[config.mk]
export PLATFORM = sky130hd
export DESIGN_NAME = otp_fuse_ctrl
export DESIGN_NICKNAME = d
export VERILOG_FILES = /design/src/rtl/otp_pkg.sv /design/src/rtl/otp_cycle_seq.sv /design/src/rtl/otp_fuse_store.sv /design/src/rtl/otp_flag_regs.sv /design/src/rtl/otp_fuse_ctrl.sv
export SDC_FILE = /design/constraint.sdc
export NUM_CORES = 2
export LEC_CHECK = 0
export BUFFER_PORTS_ARGS = -buffer_cell sky130_fd_sc_hd__buf_2
export CORE_ASPECT_RATIO = 1.1
export CORE_MARGIN = 5
export CORE_UTILIZATION = 61
export CTS_CLUSTER_DIAMETER = 30
export DETAILED_ROUTE_END_ITERATION = 10
export MAX_ROUTING_LAYER = met4
export PLACE_DENSITY = 0.76
export SYNTH_ARGS = -nofsm -noshare
export SYNTH_HDL_FRONTEND = slang
export SYNTH_SLANG_ARGS = --single-unit
[constraint.sdc]
create_clock -name clk -period 5.65 [get_ports clk]
set_input_delay 1.13 -clock clk [delete_from_list [all_inputs] [get_ports clk]]
set_output_delay 1.13 -clock clk [all_outputs]
set_load 0.1 [all_outputs]
[src/rtl/otp_pkg.sv]
// Package: shared register offsets and flag bit positions for the fuse
// controller. Assumes an 8-bit data bus and a 3-bit bank field.
package otp_pkg;
    localparam int DATA_W       = 8;
    localparam int BANK_FIELD_W = 3;
    localparam int LOCK_W       = 8;

    localparam int OFF_STAT  = 0;
    localparam int OFF_STATM = 1;
    localparam int OFF_ERR   = 2;
    localparam int OFF_EMASK = 3;
    localparam int OFF_CTRL  = 4;
    localparam int OFF_UADDR = 5;
    localparam int OFF_LADDR = 6;
    localparam int OFF_SDATA = 7;
    localparam int OFF_KEY   = 8;
    localparam int OFF_PLOCK = 9;
    localparam int OFF_OLOCK = 10;
    localparam int OFF_RLOCK = 11;

    localparam logic [DATA_W-1:0] UNLOCK_KEY = 8'hAA;

    // status flag positions (busy is live, not sticky)
    localparam int ST_BUSY  = 7;
    localparam int ST_PDONE = 1;
    localparam int ST_SDONE = 0;

    // error flag positions
    localparam int ER_PROG  = 7;
    localparam int ER_WPROT = 6;
    localparam int ER_OPROT = 5;
    localparam int ER_RPROT = 4;
    localparam int ER_SENSE = 2;

    // control bits
    localparam int CT_PROG  = 0;
    localparam int CT_SENSE = 3;
    localparam logic [DATA_W-1:0] CT_KEEP_MASK = 8'hF6;
endpackage

[src/rtl/otp_cycle_seq.sv]
// Module: cycle sequencer. Runs one program or sense cycle of fixed length
// and pulses the matching done output on its last busy cycle.
// Assumes start requests arrive only while idle; program wins a tie.
module otp_cycle_seq #(
    parameter int PROG_CYC  = 16,
    parameter int SENSE_CYC = 4
) (
    input  logic clk,
    input  logic rst_n,
    input  logic start_prog,
    input  logic start_sense,
    output logic busy,
    output logic is_prog,
    output logic done_prog,
    output logic done_sense
);
    localparam int MAX_CYC = (PROG_CYC > SENSE_CYC) ? PROG_CYC : SENSE_CYC;
    localparam int CNT_W   = $clog2(MAX_CYC + 1);

    logic [CNT_W-1:0] cnt_q;

    // Load, count down and retire the active cycle.
    always_ff @(posedge clk) begin
        if (!rst_n) begin
            busy    <= 1'b0;
            is_prog <= 1'b0;
            cnt_q   <= '0;
        end else if (busy) begin
            if (cnt_q == '0) begin
                busy <= 1'b0;
            end else begin
                cnt_q <= cnt_q - 1'b1;
            end
        end else if (start_prog) begin
            busy    <= 1'b1;
            is_prog <= 1'b1;
            cnt_q   <= CNT_W'(PROG_CYC - 1);
        end else if (start_sense) begin
            busy    <= 1'b1;
            is_prog <= 1'b0;
            cnt_q   <= CNT_W'(SENSE_CYC - 1);
        end
    end

    // Flag the final cycle of each kind.
    always_comb begin
        done_prog  = busy && (cnt_q == '0) && is_prog;
        done_sense = busy && (cnt_q == '0) && !is_prog;
    end

    AST_CNT_WITHIN_LEN: assert property (@(posedge clk) disable iff (!rst_n)
        busy |-> (cnt_q <= (is_prog ? CNT_W'(PROG_CYC - 1) : CNT_W'(SENSE_CYC - 1))));
    AST_NO_START_WHEN_BUSY: assert property (@(posedge clk) disable iff (!rst_n)
        busy |-> !(start_prog || start_sense));
endmodule

[src/rtl/otp_fuse_store.sv]
// Module: fuse array model with per-word shadow overrides.
// Fuse bits only ever go from 0 to 1, one bit per program pulse. The window
// port returns the override value when one exists, else the fuse word; the
// sense port always returns the raw fuse word.
module otp_fuse_store #(
    parameter int TOTAL_WORDS = 128,
    parameter int IDX_W       = 7
) (
    input  logic             clk,
    input  logic             rst_n,
    input  logic             prog_en,
    input  logic [IDX_W-1:0] prog_idx,
    input  logic [2:0]       prog_bit,
    input  logic             ovr_en,
    input  logic [IDX_W-1:0] ovr_idx,
    input  logic [7:0]       ovr_data,
    input  logic [IDX_W-1:0] sns_idx,
    output logic [7:0]       sns_word,
    input  logic [IDX_W-1:0] win_idx,
    output logic [7:0]       win_word
);
    localparam int FLAT_W = TOTAL_WORDS * 8;

    logic [7:0]             fuse_q [TOTAL_WORDS];
    logic [7:0]             ovr_q  [TOTAL_WORDS];
    logic [TOTAL_WORDS-1:0] ovr_vld_q;
    logic [FLAT_W-1:0]      fuse_flat;

    // Burn the addressed fuse bit at the end of a program cycle.
    always_ff @(posedge clk) begin
        if (!rst_n) begin
            for (int w = 0; w < TOTAL_WORDS; w++) fuse_q[w] <= '0;
        end else if (prog_en) begin
            fuse_q[prog_idx][prog_bit] <= 1'b1;
        end
    end

    // Capture shadow overrides written over the bus.
    always_ff @(posedge clk) begin
        if (!rst_n) begin
            ovr_vld_q <= '0;
            for (int w = 0; w < TOTAL_WORDS; w++) ovr_q[w] <= '0;
        end else if (ovr_en) begin
            ovr_vld_q[ovr_idx] <= 1'b1;
            ovr_q[ovr_idx]     <= ovr_data;
        end
    end

    // Read ports: raw for sensing, override-aware for the window.
    always_comb begin
        sns_word = fuse_q[sns_idx];
        win_word = ovr_vld_q[win_idx] ? ovr_q[win_idx] : fuse_q[win_idx];
    end

    // Flatten the array for whole-array checks.
    always_comb begin
        for (int w = 0; w < TOTAL_WORDS; w++) fuse_flat[w*8 +: 8] = fuse_q[w];
    end

    AST_FUSE_NEVER_CLEARS: assert property (@(posedge clk) disable iff (!rst_n)
        ($past(fuse_flat) & ~fuse_flat) == '0);
    AST_ONE_BIT_PER_PULSE: assert property (@(posedge clk) disable iff (!rst_n)
        $countones(fuse_flat ^ $past(fuse_flat)) <= 1);
endmodule

[src/rtl/otp_flag_regs.sv]
// Module: sticky flag register with write-1-to-clear and interrupt masking.
// A bit that is set and cleared in the same cycle stays set.
module otp_flag_regs #(
    parameter int W = 8
) (
    input  logic         clk,
    input  logic         rst_n,
    input  logic [W-1:0] set_bits,
    input  logic         clr_en,
    input  logic [W-1:0] clr_bits,
    input  logic [W-1:0] mask,
    output logic [W-1:0] flags,
    output logic         any_masked
);
    logic [W-1:0] clr_vec;

    // Select the bits cleared this cycle.
    always_comb clr_vec = clr_en ? clr_bits : '0;

    // Hold flags until cleared by a write of 1.
    always_ff @(posedge clk) begin
        if (!rst_n) flags <= '0;
        else        flags <= (flags & ~clr_vec) | set_bits;
    end

    // Reduce masked flags to one request.
    always_comb any_masked = |(flags & mask);

    for (genvar i = 0; i < W; i++) begin : g_sticky
        AST_FLAG_STICKY: assert property (@(posedge clk) disable iff (!rst_n)
            ($past(flags[i]) && !($past(clr_en) && $past(clr_bits[i]))) |-> flags[i]);
    end
endmodule

[src/rtl/otp_fuse_ctrl.sv]
// Module: register-mapped one-time fuse controller (top).
// Decodes the register bus, checks key, locks and address range on each
// command, and sequences program and sense cycles on the fuse store.
// Assumes one bus strobe per cycle and NUM_BANKS no larger than 8.
module otp_fuse_ctrl #(
    parameter int NUM_BANKS      = 8,
    parameter int WORDS_PER_BANK = 16,
    parameter int PROG_CYC       = 16,
    parameter int SENSE_CYC      = 4,
    parameter int ADDR_W         = 9,
    parameter int SHADOW_BASE    = 256
) (
    input  logic              clk,
    input  logic              rst_n,
    input  logic              bus_wr,
    input  logic              bus_rd,
    input  logic [ADDR_W-1:0] bus_addr,
    input  logic [7:0]        bus_wdata,
    output logic [7:0]        bus_rdata,
    output logic              irq
);
    import otp_pkg::*;

    localparam int TOTAL = NUM_BANKS * WORDS_PER_BANK;
    localparam int IDX_W = (TOTAL > 1) ? $clog2(TOTAL) : 1;
    localparam int BW    = BANK_FIELD_W;

    logic [7:0]        stmask_q, ermask_q, ctrl_q, uaddr_q, laddr_q, sdata_q, key_q;
    logic [LOCK_W-1:0] plock_q, olock_q, rlock_q;
    logic [IDX_W-1:0]  lat_idx;
    logic [2:0]        lat_bit;

    logic              seq_busy, seq_is_prog, done_prog, done_sense;
    logic              start_prog, start_sense;
    logic [7:0]        sns_word, win_word;
    logic [1:0]        st_flags, st_set;
    logic [7:0]        er_flags, er_set;
    logic              st_any, er_any;

    logic              wr_hit_stat, wr_hit_err, wr_hit_ctrl;
    logic              ctrl_acc, prog_try, sense_try;
    logic [BW-1:0]     cmd_bank, win_bank;
    logic [7:0]        cmd_row;
    logic [2:0]        cmd_bit;
    logic              cmd_in_range;
    logic [IDX_W-1:0]  cmd_idx, win_idx;
    logic [ADDR_W-1:0] win_off;
    logic              win_hit, ovr_try, rd_win;

    // Decode the bus address into register and window hits.
    always_comb begin
        wr_hit_stat = bus_wr && (bus_addr == ADDR_W'(OFF_STAT));
        wr_hit_err  = bus_wr && (bus_addr == ADDR_W'(OFF_ERR));
        wr_hit_ctrl = bus_wr && (bus_addr == ADDR_W'(OFF_CTRL));
        win_hit     = (bus_addr >= ADDR_W'(SHADOW_BASE)) &&
                      (bus_addr <  ADDR_W'(SHADOW_BASE + TOTAL));
        win_off     = bus_addr - ADDR_W'(SHADOW_BASE);
        win_idx     = win_off[IDX_W-1:0];
        win_bank    = BW'(win_idx / IDX_W'(WORDS_PER_BANK));
        ovr_try     = bus_wr && win_hit;
        rd_win      = bus_rd && win_hit;
    end

    // Split the two address registers into bank, row and bit.
    always_comb begin
        cmd_bank     = uaddr_q[5:3];
        cmd_row      = {uaddr_q[2:0], laddr_q[7:3]};
        cmd_bit      = laddr_q[2:0];
        cmd_in_range = (int'(cmd_bank) < NUM_BANKS) && (int'(cmd_row) < WORDS_PER_BANK);
        cmd_idx      = IDX_W'(int'(cmd_bank) * WORDS_PER_BANK + int'(cmd_row));
    end

    // Qualify control writes and decide which cycle, if any, starts.
    always_comb begin
        ctrl_acc    = wr_hit_ctrl && !seq_busy;
        prog_try    = ctrl_acc && bus_wdata[CT_PROG];
        sense_try   = ctrl_acc && bus_wdata[CT_SENSE] && !bus_wdata[CT_PROG];
        start_prog  = prog_try && cmd_in_range && (key_q == UNLOCK_KEY) && !plock_q[cmd_bank];
        start_sense = sense_try && cmd_in_range && !rlock_q[cmd_bank];
    end

    // Build the error set vector from refused commands and accesses.
    always_comb begin
        er_set           = '0;
        er_set[ER_PROG]  = prog_try && !cmd_in_range;
        er_set[ER_WPROT] = prog_try && cmd_in_range && ((key_q != UNLOCK_KEY) || plock_q[cmd_bank]);
        er_set[ER_OPROT] = ovr_try && olock_q[win_bank];
        er_set[ER_RPROT] = rd_win && rlock_q[win_bank];
        er_set[ER_SENSE] = sense_try && (!cmd_in_range || rlock_q[cmd_bank]);
        st_set           = {done_prog, done_sense};
    end

    // Plain writable registers: masks, address, key.
    always_ff @(posedge clk) begin
        if (!rst_n) begin
            stmask_q <= '0;
            ermask_q <= '0;
            uaddr_q  <= '0;
            laddr_q  <= '0;
            key_q    <= '0;
        end else if (bus_wr) begin
            if (bus_addr == ADDR_W'(OFF_STATM)) stmask_q <= bus_wdata;
            if (bus_addr == ADDR_W'(OFF_EMASK)) ermask_q <= bus_wdata;
            if (bus_addr == ADDR_W'(OFF_UADDR)) uaddr_q  <= bus_wdata;
            if (bus_addr == ADDR_W'(OFF_LADDR)) laddr_q  <= bus_wdata;
            if (bus_addr == ADDR_W'(OFF_KEY))   key_q    <= bus_wdata;
        end
    end

    // One-way lock registers: writes only add bits.
    always_ff @(posedge clk) begin
        if (!rst_n) begin
            plock_q <= '0;
            olock_q <= '0;
            rlock_q <= '0;
        end else if (bus_wr) begin
            if (bus_addr == ADDR_W'(OFF_PLOCK)) plock_q <= plock_q | bus_wdata;
            if (bus_addr == ADDR_W'(OFF_OLOCK)) olock_q <= olock_q | bus_wdata;
            if (bus_addr == ADDR_W'(OFF_RLOCK)) rlock_q <= rlock_q | bus_wdata;
        end
    end

    // Control register keeps its non-start bits from accepted writes.
    always_ff @(posedge clk) begin
        if (!rst_n)        ctrl_q <= '0;
        else if (ctrl_acc) ctrl_q <= bus_wdata & CT_KEEP_MASK;
    end

    // Latch the command target when a cycle starts.
    always_ff @(posedge clk) begin
        if (!rst_n) begin
            lat_idx <= '0;
            lat_bit <= '0;
        end else if (start_prog || start_sense) begin
            lat_idx <= cmd_idx;
            lat_bit <= cmd_bit;
        end
    end

    // Capture the sensed word at the end of a sense cycle.
    always_ff @(posedge clk) begin
        if (!rst_n)          sdata_q <= '0;
        else if (done_sense) sdata_q <= sns_word;
    end

    otp_cycle_seq #(
        .PROG_CYC  (PROG_CYC),
        .SENSE_CYC (SENSE_CYC)
    ) u_seq (
        .clk         (clk),
        .rst_n       (rst_n),
        .start_prog  (start_prog),
        .start_sense (start_sense),
        .busy        (seq_busy),
        .is_prog     (seq_is_prog),
        .done_prog   (done_prog),
        .done_sense  (done_sense)
    );

    otp_fuse_store #(
        .TOTAL_WORDS (TOTAL),
        .IDX_W       (IDX_W)
    ) u_store (
        .clk      (clk),
        .rst_n    (rst_n),
        .prog_en  (done_prog),
        .prog_idx (lat_idx),
        .prog_bit (lat_bit),
        .ovr_en   (ovr_try && !olock_q[win_bank]),
        .ovr_idx  (win_idx),
        .ovr_data (bus_wdata),
        .sns_idx  (lat_idx),
        .sns_word (sns_word),
        .win_idx  (win_idx),
        .win_word (win_word)
    );

    otp_flag_regs #(.W(2)) u_stat_flags (
        .clk        (clk),
        .rst_n      (rst_n),
        .set_bits   (st_set),
        .clr_en     (wr_hit_stat),
        .clr_bits   (bus_wdata[1:0]),
        .mask       (stmask_q[1:0]),
        .flags      (st_flags),
        .any_masked (st_any)
    );

    otp_flag_regs #(.W(8)) u_err_flags (
        .clk        (clk),
        .rst_n      (rst_n),
        .set_bits   (er_set),
        .clr_en     (wr_hit_err),
        .clr_bits   (bus_wdata),
        .mask       (ermask_q),
        .flags      (er_flags),
        .any_masked (er_any)
    );

    // Combine the masked flag requests.
    always_comb irq = st_any || er_any;

    // Read data multiplexer.
    always_comb begin
        bus_rdata = '0;
        if (win_hit) begin
            bus_rdata = rlock_q[win_bank] ? 8'h00 : win_word;
        end else begin
            case (int'(bus_addr))
                OFF_STAT:  bus_rdata = {seq_busy, 5'b0, st_flags};
                OFF_STATM: bus_rdata = stmask_q;
                OFF_ERR:   bus_rdata = er_flags;
                OFF_EMASK: bus_rdata = ermask_q;
                OFF_CTRL:  bus_rdata = ctrl_q;
                OFF_UADDR: bus_rdata = uaddr_q;
                OFF_LADDR: bus_rdata = laddr_q;
                OFF_SDATA: bus_rdata = sdata_q;
                OFF_KEY:   bus_rdata = key_q;
                OFF_PLOCK: bus_rdata = plock_q;
                OFF_OLOCK: bus_rdata = olock_q;
                OFF_RLOCK: bus_rdata = rlock_q;
                default:   bus_rdata = '0;
            endcase
        end
    end

    AST_PROG_NEEDS_KEY: assert property (@(posedge clk) disable iff (!rst_n)
        ($rose(seq_busy) && seq_is_prog) |-> ($past(key_q) == UNLOCK_KEY));
    AST_CYCLE_FROM_CTRL: assert property (@(posedge clk) disable iff (!rst_n)
        $rose(seq_busy) |-> $past(wr_hit_ctrl));
    AST_SDATA_ONLY_ON_DONE: assert property (@(posedge clk) disable iff (!rst_n)
        !$past(done_sense) |-> $stable(sdata_q));
    AST_LOCKS_ONE_WAY: assert property (@(posedge clk) disable iff (!rst_n)
        (($past(plock_q) & ~plock_q) == '0) && (($past(rlock_q) & ~rlock_q) == '0));
endmodule

==> impl_metrics.tcl <==
set metrics [dict create \
    status "finished, violations left" \
    violations "DRC, capacitance limit, slew limit, setup timing" \
    postCtsSetupBuffers 0 \
    syn_area_um2 103000 \
    grt_max_degree 219 \
    drt-wirelength-per-cell_um 32.8 \
    synthAdderAreaFrac_pct 0.0556 \
    synthMuxAreaShare_pct 13.2 \
    arrival_ns 4.67 \
    setup_viol 7 \
    port_buffers 29 \
    drcViolationCount 2 \
    routabilityCongestion 1.01 \
    drt_first_pass_iters 11 \
    share_seq_of_total_power_pct 38.1 \
    power_leakage_nw 45.8 \
    clock_path_buffers 4 \
    htreeDepth 5 \
    cts_hold_buf 0 \
    power_switching_mw 10.8 \
    overflow 0 \
    drv_slew 2 \
    synth_cell_type_count 88 \
    dieHeight_um 442 \
    root_buffer "clkbuf_16" \
    syn_nets 8716 \
    tightestPinTransition_ns 1.55 \
    synth_xor_area_share_pct 0.0169 \
    finalCritPeriodShare_pct 103 \
    hold_class "primary input to register" \
    met3_usage_pct 13.2 \
    endpoint_kind "primary output" \
    fill_cells 10400 \
    fmax_ghz 0.172 \
    clock_latency_ns 1.01 \
    place_area_um2 109000 \
    switching_share_pct 23.3 \
    grtUsageMet2_pct 61.5 \
    grt_pass1_vias 82700 \
    core-area_um2 169000 \
    die_width_um 403 \
    groute.usage.overall_pct 43.2 \
    start_util_pct 61.3 \
    layout_min_cycle_time_ns 5.80 \
    final-seq-area_um2 55900 \
    syn_area_per_cell_um2 11.9 \
    finalWirelength_um 383000 \
    pre_cts_slack_ns -0.651 \
    via_per_inst 7.26 \
    finClkSkew_ns 0.0542 \
    clkPwrFrac_pct 56.9 \
    cp_max_fo 15 \
    rows 158 \
    power.total_mw 46.5 \
    start_kind "primary input" \
    synth_top_family_by_area "compound AO/OA/AOI/OAI gates" \
    hpwl_um 239000 \
    powerDensity_nw_per_um2 373 \
    fin_ws_ns -0.149 \
    synth-main-ff-cell "dfxtp_1" \
    clk_pin_slew_worst_paths_ns 0.04 \
    stdcell_area_um2 125000 \
    p_int_mw 35.7 \
    irDropWorstVdd_uv 412 \
    ioPinCount 30 \
    antenna_found_initial 23 \
    syn_inst 8691 \
    grt_pass1_wl_um 559000 \
    critical_path_required_ns 4.52 \
    tritoncts "done" \
    synth_edf_count 1024 \
    synth_warnings 0 \
    clock-sinks 2281 \
    hold_viol 0 \
    vias 84600 \
    yosys.area_share.simple_pct 11.8 \
    top_usage_layer "met2" \
    drt_iter0_drc 14800 \
    met1_usage_pct 51.5 \
    ant_nets 0 \
    die-area_um2 178000 \
    critical_path_class "primary input to primary output" \
    ys_seq_area_share_pct 54.1 \
    rsz0062_at_grt "no" \
    synth-seq-cells 2281 \
    synthArstFlopShare_pct 0 \
    worst_slew_margin_rel_pct -3.85 \
    combPwrFrac_pct 5.0 \
    numCtsBuffers 436 \
    cap_violations 1 \
    multi_input_area_um2 44000 \
    setup_tns_ns -0.425 \
    final_nets 9063 \
    area_growth_pct 20.6 \
    synth_compound_area_share_pct 17.2 \
    drive_gt1_share_pct 22.1 \
]
registers in the layout, summed over array words and instances, names as in the netlist:
signal	count
key_q	8
stmask_q	8
u_store.ovr_q	1024
rlock_q	8
olock_q	8
lat_idx	7
u_store.fuse_q	1024
sdata_q	8
ermask_q	8
u_seq.cnt_q	5
uaddr_q	8
plock_q	8
u_err_flags.flags	8
u_seq.is_prog	1
lat_bit	3
laddr_q	8
u_stat_flags.flags	2
u_seq.busy	1
ctrl_q	6
u_store.ovr_vld_q	128
critical path, cell delays in order:
cell	delay, ns
buf_16	0.23
or3b_2	0.73
buf_4	0.30
buf_4	0.18
o22ai_1	0.20
a211oi_1	0.15
a211oi_1	0.73
nor4_1	0.15
buf_4	0.24
o31ai_2	0.33
buf_12	0.24
repair_timing:
action	CTS	global route
setup endpoints to repair	8	6
pin swaps	0	2
resized for setup	18	11
gates cloned	1	0
Yosys cell counts, drive strengths merged (33+ instances only):
cell type  count  area, µm²
a211oi        37        278
nor3          33        185
a21o         130        976
and2        1032       6460
mux2          58        653
a22o         726       6360
nand2        653       2450
mux4         476      10800
buf          247       1530
a31oi         59        369
edfxtp      1024      30700
nand3         88        440
a21oi        159        796
a221oi       103        908
a22oi        436       3270
nor2         400       1500
o221ai        66        578
a41oi         51        447
dfxtp       1257      25200
mux2i        223       2230
clkbuf       580       2190
o21ai        539       2710
final timing paths:
kind                                       from                                 end  slack [ns]  depth (start not counted)
max                                 bus_addr[0]                        bus_rdata[0]       -0.15                         11
min                                      bus_rd     u_err_flags.flags[4]$_SDFF_PN0_        0.41                          3
max reg2reg             lat_idx[2]$_SDFFE_PN0P_             sdata_q[3]$_SDFFE_PN0P_        1.18                          9
min reg2reg  u_store.ovr_vld_q[53]$_SDFFE_PN0P_  u_store.ovr_vld_q[53]$_SDFFE_PN0P_        0.45                          1
cells by family after synthesis:
group,after synthesis
AND/OR/NAND/NOR,2371
multiplexers,757
AO/OA/AOI/OAI,2431
XOR/XNOR,2
buffers and inverters,845
flip-flops,2281
adder cells (fa/ha/maj),4
placed cells by master (no fill, tap or decap), types with 13 or more instances in the layout:
| cell | count |
|---|---|
| a211oi_1 | 34 |
| a21o_1 | 130 |
| a21oi_1 | 159 |
| a221oi_1 | 102 |
| a22o_1 | 726 |
| a22oi_1 | 436 |
| a31oi_1 | 59 |
| a41oi_1 | 51 |
| and2_1 | 1031 |
| and3_1 | 13 |
| buf_12 | 95 |
| buf_4 | 621 |
| bufinv_16 | 50 |
| clkbuf_1 | 32 |
| clkbuf_16 | 451 |
| clkbuf_8 | 31 |
| clkinv_1 | 17 |
| clkinv_2 | 57 |
| clkinv_4 | 42 |
| clkinvlp_4 | 45 |
| dfxtp_1 | 1254 |
| diode_2 | 29 |
| edfxtp_1 | 1024 |
| inv_6 | 53 |
| mux2_2 | 58 |
| mux2i_1 | 223 |
| mux4_1 | 24 |
| mux4_2 | 452 |
| nand2_1 | 649 |
| nand3_1 | 85 |
| nand4_1 | 29 |
| nor2_1 | 389 |
| nor2b_1 | 22 |
| nor3_1 | 25 |
| nor4_1 | 16 |
| o211ai_1 | 14 |
| o21ai_0 | 534 |
| o221ai_1 | 66 |
| o22ai_1 | 22 |
through the flow:
step	cells	utilization (%)	hold slack, ns
after floorplan	8691	-	0.418
after global placement	10800	64.9	0.427
after detailed placement	10800	64.9	0.434
after CTS	11600	73.9	0.389
after global routing	11700	74.0	0.434
final	11700	74.0	0.411
power by group through the flow:
stage / Combinational [mW] / Clock [mW] / Sequential, mW
after floorplan: 1.24 / 0 / 18.0
after global placement: 2.18 / 0 / 18.0
after CTS: 2.23 / 26.4 / 17.7
final: 2.32 / 26.5 / 17.7
after detailed placement: 2.20 / 0 / 18.1
after global routing: 2.34 / 27.4 / 17.8
layout make-up:
type	instances	area share, %
antenna	29	0.0582
sequential	2281	44.8
tap	2240	2.25
multi-input combinational	5565	35.3
timing repair buffer	736	5.49
inverter	18	0.0562
clock inverter	279	2.56
clock buffer	514	9.48
per-layer routing:
layer,vias to the layer above,part of all wire (%),routed length [µm]
li1,34000,-,-
met2,7467,44,167000
met5,-,0,0
met1,41100,33,127000
met4,0,9.6,36700
met3,1995,14,52100
Power figures use the tool's default switching activity.
